## src/rtl/sbs_pkg.sv

```systemverilog
package sbs_pkg;
  localparam int ADDR_W = 64;
  localparam int BYTE_W = 8;
  localparam int IMM_W  = 5;

  typedef enum logic {
    ESZ_32 = 1'b0,
    ESZ_64 = 1'b1
  } esz_e;
endpackage

```

## src/rtl/sbs_act_mask.sv

```systemverilog
module sbs_act_mask
  import sbs_pkg::*;
#(
  parameter int VLEN_BITS = 256
) (
  input  logic [VLEN_BITS/8-1:0]  pred_i,
  input  esz_e                    esz_i,
  output logic [VLEN_BITS/32-1:0] act_o
);
  localparam int NE   = VLEN_BITS / 32;
  localparam int NE64 = VLEN_BITS / 64;

  logic [NE-1:0] act32, act64;

  for (genvar e = 0; e < NE; e++) begin : g_el
    assign act32[e] = pred_i[4*e];
    if (e < NE64) begin : g_w
      assign act64[e] = pred_i[8*e];
    end else begin : g_n
      assign act64[e] = 1'b0;
    end
  end

  assign act_o = (esz_i == ESZ_64) ? act64 : act32;
endmodule

```

## src/rtl/sbs_first_set.sv

```systemverilog
module sbs_first_set #(
  parameter int N  = 8,
  parameter int IW = (N > 1) ? $clog2(N) : 1
) (
  input  logic [N-1:0]  vec_i,
  output logic [IW-1:0] idx_o,
  output logic          any_o
);
  assign any_o = |vec_i;

  always_comb begin
    idx_o = '0;
    for (int i = N - 1; i >= 0; i--) begin
      if (vec_i[i]) idx_o = IW'(i);
    end
  end
endmodule

```

## src/rtl/sbs_lane_sel.sv

```systemverilog
module sbs_lane_sel
  import sbs_pkg::*;
#(
  parameter int VLEN_BITS = 256,
  parameter int IW        = 3
) (
  input  logic [VLEN_BITS-1:0] data_i,
  input  logic [VLEN_BITS-1:0] base_i,
  input  esz_e                 esz_i,
  input  logic [IMM_W-1:0]     imm_i,
  input  logic [IW-1:0]        idx_i,
  output logic [ADDR_W-1:0]    addr_o,
  output logic [BYTE_W-1:0]    byte_o
);
  localparam int NE   = VLEN_BITS / 32;
  localparam int NE64 = VLEN_BITS / 64;

  logic [ADDR_W-1:0] a32 [NE];
  logic [ADDR_W-1:0] a64 [NE];
  logic [BYTE_W-1:0] d32 [NE];
  logic [BYTE_W-1:0] d64 [NE];

  for (genvar e = 0; e < NE; e++) begin : g_ln
    assign a32[e] = {{(ADDR_W-32){1'b0}}, base_i[32*e +: 32]};
    assign d32[e] = data_i[32*e +: BYTE_W];
    if (e < NE64) begin : g_w
      assign a64[e] = base_i[64*e +: 64];
      assign d64[e] = data_i[64*e +: BYTE_W];
    end else begin : g_n
      assign a64[e] = '0;
      assign d64[e] = '0;
    end
  end

  logic [ADDR_W-1:0] base_sel;
  assign base_sel = (esz_i == ESZ_64) ? a64[idx_i] : a32[idx_i];
  assign byte_o   = (esz_i == ESZ_64) ? d64[idx_i] : d32[idx_i];
  // wraps mod 2^ADDR_W
  assign addr_o   = base_sel + {{(ADDR_W-IMM_W){1'b0}}, imm_i};
endmodule

```

## src/rtl/scatter_byte_store.sv

```systemverilog
module scatter_byte_store
  import sbs_pkg::*;
#(
  parameter int VLEN_BITS = 256
) (
  input  logic                   clk_i,
  input  logic                   rst_ni,
  input  logic                   start_i,
  input  logic                   esz64_i,
  input  logic [IMM_W-1:0]       imm_i,
  input  logic [VLEN_BITS/8-1:0] pred_i,
  input  logic [VLEN_BITS-1:0]   data_i,
  input  logic [VLEN_BITS-1:0]   base_i,
  output logic                   busy_o,
  output logic                   done_o,
  output logic                   wr_valid_o,
  input  logic                   wr_ready_i,
  output logic [ADDR_W-1:0]      wr_addr_o,
  output logic [BYTE_W-1:0]      wr_data_o
);
  localparam int NE = VLEN_BITS / 32;
  localparam int IW = (NE > 1) ? $clog2(NE) : 1;

  esz_e                 esz_in;
  logic [NE-1:0]        act_w;
  logic [NE-1:0]        pend_q, pend_nxt;
  logic [IW-1:0]        idx_w;
  logic                 any_w;
  logic                 busy_q, done_q;
  esz_e                 esz_q;
  logic [IMM_W-1:0]     imm_q;
  logic [VLEN_BITS-1:0] data_q, base_q;

  assign esz_in = esz_e'(esz64_i);

  sbs_act_mask #(.VLEN_BITS(VLEN_BITS)) u_mask (
    .pred_i (pred_i),
    .esz_i  (esz_in),
    .act_o  (act_w)
  );

  sbs_first_set #(.N(NE), .IW(IW)) u_pick (
    .vec_i (pend_q),
    .idx_o (idx_w),
    .any_o (any_w)
  );

  sbs_lane_sel #(.VLEN_BITS(VLEN_BITS), .IW(IW)) u_lane (
    .data_i (data_q),
    .base_i (base_q),
    .esz_i  (esz_q),
    .imm_i  (imm_q),
    .idx_i  (idx_w),
    .addr_o (wr_addr_o),
    .byte_o (wr_data_o)
  );

  assign pend_nxt = pend_q & ~(NE'(1) << idx_w);

  always_ff @(posedge clk_i or negedge rst_ni) begin
    if (!rst_ni) begin
      busy_q <= 1'b0;
      done_q <= 1'b0;
      pend_q <= '0;
      esz_q  <= ESZ_32;
      imm_q  <= '0;
      data_q <= '0;
      base_q <= '0;
    end else begin
      done_q <= 1'b0;
      if (!busy_q) begin
        if (start_i) begin
          esz_q  <= esz_in;
          imm_q  <= imm_i;
          data_q <= data_i;
          base_q <= base_i;
          pend_q <= act_w;
          if (|act_w) busy_q <= 1'b1;
          else        done_q <= 1'b1;
        end
      end else if (wr_ready_i) begin
        pend_q <= pend_nxt;
        if (pend_nxt == '0) begin
          busy_q <= 1'b0;
          done_q <= 1'b1;
        end
      end
    end
  end

  assign busy_o     = busy_q;
  assign done_o     = done_q;
  assign wr_valid_o = busy_q & any_w;
endmodule

```

## config.mk

```make
export PLATFORM = sky130hd
export DESIGN_NAME = scatter_byte_store
export DESIGN_NICKNAME = d
export VERILOG_FILES = /design/src/rtl/sbs_pkg.sv /design/src/rtl/sbs_act_mask.sv /design/src/rtl/sbs_first_set.sv /design/src/rtl/sbs_lane_sel.sv /design/src/rtl/scatter_byte_store.sv
export SDC_FILE = /design/constraint.sdc
export NUM_CORES = 1
export LEC_CHECK = 0
export BUFFER_PORTS_ARGS = -buffer_cell sky130_fd_sc_hd__buf_2
export CAP_MARGIN = 25
export CORE_ASPECT_RATIO = 1.1
export CORE_MARGIN = 2
export CORE_UTILIZATION = 25
export CTS_BUF_LIST = sky130_fd_sc_hd__clkbuf_8
export DETAILED_ROUTE_END_ITERATION = 10
export HOLD_SLACK_MARGIN = 0.12
export SYNTH_ARGS = -nofsm -noshare
export SYNTH_HDL_FRONTEND = slang
export SYNTH_HIERARCHICAL = 1
export SYNTH_SLANG_ARGS = --single-unit
```

## constraint.sdc

```tcl
create_clock -name clk_i -period 12.9 [get_ports clk_i]
set_input_delay 2.58 -clock clk_i [delete_from_list [all_inputs] [get_ports clk_i]]
set_output_delay 2.58 -clock clk_i [all_outputs]
set_load 0.005 [all_outputs]
```

==> results_dict.tcl <==
set metrics [dict create \
    status "completed" \
    setup_viol 0 \
    rows 111 \
    ctsHoldBuffers 0 \
    finalHoldViolations 0 \
    place_congestion 0.839 \
    crit_path_start_kind "flip-flop" \
    synth_nets 1957 \
    route.detailed.drc 0 \
    tightest_slew_ps 1100 \
    crit_start "pend_q[4]" \
    area_growth_syn_to_layout_pct 17.5 \
    synth_cells 1397 \
    r2r_end "base_q[28]" \
    worstPathMaxFanout 40 \
    ys.warnings.count 6 \
    p_int_mw 4.85 \
    r2r_cells 5 \
    grt_max_degree 155 \
    num_vias 13900 \
    dp_hpwl_um 50200 \
    rsz0062_at_grt "no" \
    wl_um 67800 \
    wl_per_cell_um 22.9 \
    cts_buffer_depth 3 \
    grt_pass1_wl_um 100000 \
    die_h_um 309 \
    peakVddDrop_v 0.000240 \
    io_pins 629 \
    required_ps 10320 \
    cts.sinks 336 \
    holdCritStartpoint "data_q[166]" \
    pwr-share-comb_pct 62.5 \
    vias_per_cell 4.70 \
    leakagePower_nw 10.8 \
    fin_crit_ps 9270 \
    register_area_um2 8410 \
    numCtsBuffers 61 \
    p_sw_share_pct 42.4 \
    cts.clk_slew.worst_paths_ps 70 \
    cp_cell_sequence "o41ai_2 -> buf_4 -> buf_4 -> mux4_2 -> mux2i_1 -> o21ai_0 -> ha_1 -> nand2_1 -> o21ai_0 -> nand3_1 -> nor3b_1 -> nand3_1 -> xnor2_1 -> buf_2" \
    post_cts_buffers 0 \
    syn_area_um2 21200 \
    cts_tree "built" \
    avgSynthCellArea_um2 15.1 \
    first_iter_violations 812 \
    p_switching_mw 3.58 \
    grt_antenna_before_repair 10 \
    multi_input_area_um2 11400 \
    ant_nets 0 \
    fin_ws_ps 3630 \
    drive_gt1_share_pct 58.2 \
    min_path_cells 1 \
    power_density_nw_per_um2 339 \
    coreArea_um2 83600 \
    timing.final.crit_share_pct 71.9 \
    crit_type "reg2out" \
    reg2reg_slack_ps 8890 \
    dr.pass1.iters 5 \
    cp-end-kind "output port" \
    crit_arrival_ps 6690 \
    slew_viol_final 0 \
    nets 2340 \
    portBuffers 412 \
    min_to "data_q[166]" \
    start_util_pct 25.3 \
    ctsResizeCount 0 \
    cts_root_buffer "clkbuf_8" \
    first_global_vias 14900 \
    max_freq_ghz 0.108 \
    grt_usage_pct 15.3 \
    die-area_um2 86900 \
    clock_latency_ps 680 \
    die_w_um 281 \
    grt_overflow 0 \
    htreeDepth 2 \
    setup_tns_ps 0 \
    place_ws_ps 4250 \
    critPathSlowestCell "nor3b_1" \
    power_frac_seq_pct 24.5 \
    drv_cap 0 \
    fillers 8533 \
    clkPwrFrac_pct 13.0 \
    r2r-start "busy_o" \
    slowest_delay_ps 660 \
    hold_path_class "reg2reg" \
    clock_skew_ps 12.6 \
    relSlewSlack_pct 27.0 \
]
## worst max-delay path, delay by kind of cell, from the launching register on
kind | cells | cell delay [ps]
muxes | 2 | 810
buffers and inverters | 3 | 1450
xor gates and xnor gates | 1 | 350
AOI/OAI and AO/OA | 3 | 1140
adders and majority gates | 1 | 370
DFF | 1 | 470
and+or+nand+nor | 4 | 1410
## per-layer routing
metal	wire [µm]	GRT usage [%]	share of wire [%]	up-vias
met3	6770	5.79	10	112
met4	1650	4.45	2.4	16
met1	27500	19.1	41	7172
met2	31800	24.7	47	527
li1	-	-	-	6080
met5	107	0	0.16	-
## power groups by stage
| stage | Clock, mW | Sequential, mW | Combinational [mW] |
|---|---|---|---|
| CTS | 1.14 | 2.07 | 5.36 |
| global placement | 0 | 2.04 | 5.26 |
| floorplan | 0 | 1.87 | 3.95 |
| detailed placement | 0 | 2.08 | 5.33 |
| finish | 1.10 | 2.07 | 5.27 |
| global route | 1.18 | 2.14 | 5.70 |
## cells in the final DEF, fill, tap and decap left out, types with 4 or more instances in the layout
| master | n |
|---|---|
| buf_2 | 411 |
| dfrtp_1 | 336 |
| mux2_4 | 284 |
| mux4_2 | 141 |
| nand2_1 | 114 |
| clkbuf_8 | 82 |
| mux2_2 | 48 |
| mux2i_1 | 30 |
| a22oi_1 | 26 |
| xnor2_1 | 25 |
| o21ai_0 | 24 |
| xor2_1 | 23 |
| nor2_1 | 21 |
| nand4_1 | 21 |
| nand3_1 | 20 |
| buf_4 | 18 |
| clkinv_2 | 14 |
| inv_1 | 12 |
| a21oi_1 | 12 |
| mux4_1 | 9 |
| nor3_1 | 9 |
| a31oi_1 | 8 |
| nor4_1 | 6 |
| nand2b_1 | 6 |
| nor2b_1 | 6 |
| or2_2 | 6 |
| and2_1 | 5 |
| a22oi_2 | 5 |
| nor4_4 | 5 |
| nor4_2 | 5 |
| ha_1 | 5 |
| diode_2 | 4 |
| o211ai_1 | 4 |
| a41o_1 | 4 |
| and2b_2 | 4 |
## state kept, by name (all words and copies together), names as in the netlist
| signal | count |
|---|---|
| base_q | 256 |
| busy_o | 1 |
| imm_q | 5 |
| data_q | 64 |
| esz_q | 1 |
| done_o | 1 |
| pend_q | 8 |
## through the flow
stage / cell area [µm²] / hold slack, ps / power, mW / utilization [%] / cells
finish: 24900 / 505 / 8.43 / 29.7 / 2959
global route: 24800 / 521 / 9.02 / 29.7 / 2955
CTS: 24800 / 511 / 8.56 / 29.7 / 2953
detailed placement: 23500 / 493 / 7.41 / 28.1 / 2845
global placement: 23500 / 490 / 7.30 / 28.1 / 2845
floorplan: 21200 / 475 / 5.82 / - / 1397
## area by class of cell
type	count	share of cell area [%]
Multi-Input combinational cell	941	45.8
Sequential cell	336	33.8
Timing Repair Buffer	435	9.34
Tap cell	1130	5.69
Clock buffer	82	4.54
Clock inverter	26	0.730
Inverter	5	0.0755
Antenna cell	4	0.0403
## worst max-delay path by stage
| stage | end | slack, ps | cells past startpoint |
|---|---|---|---|
| after floorplan | wr_addr_o[43] | 5290 | 18 |
| after global placement | wr_addr_o[39] | 4300 | 14 |
| after detailed placement | wr_addr_o[39] | 4250 | 14 |
| after CTS | wr_addr_o[39] | 3440 | 14 |
| after global routing | wr_addr_o[39] | 3170 | 16 |
| final | wr_addr_o[13] | 3630 | 14 |
Power figures use the tool's default switching activity.
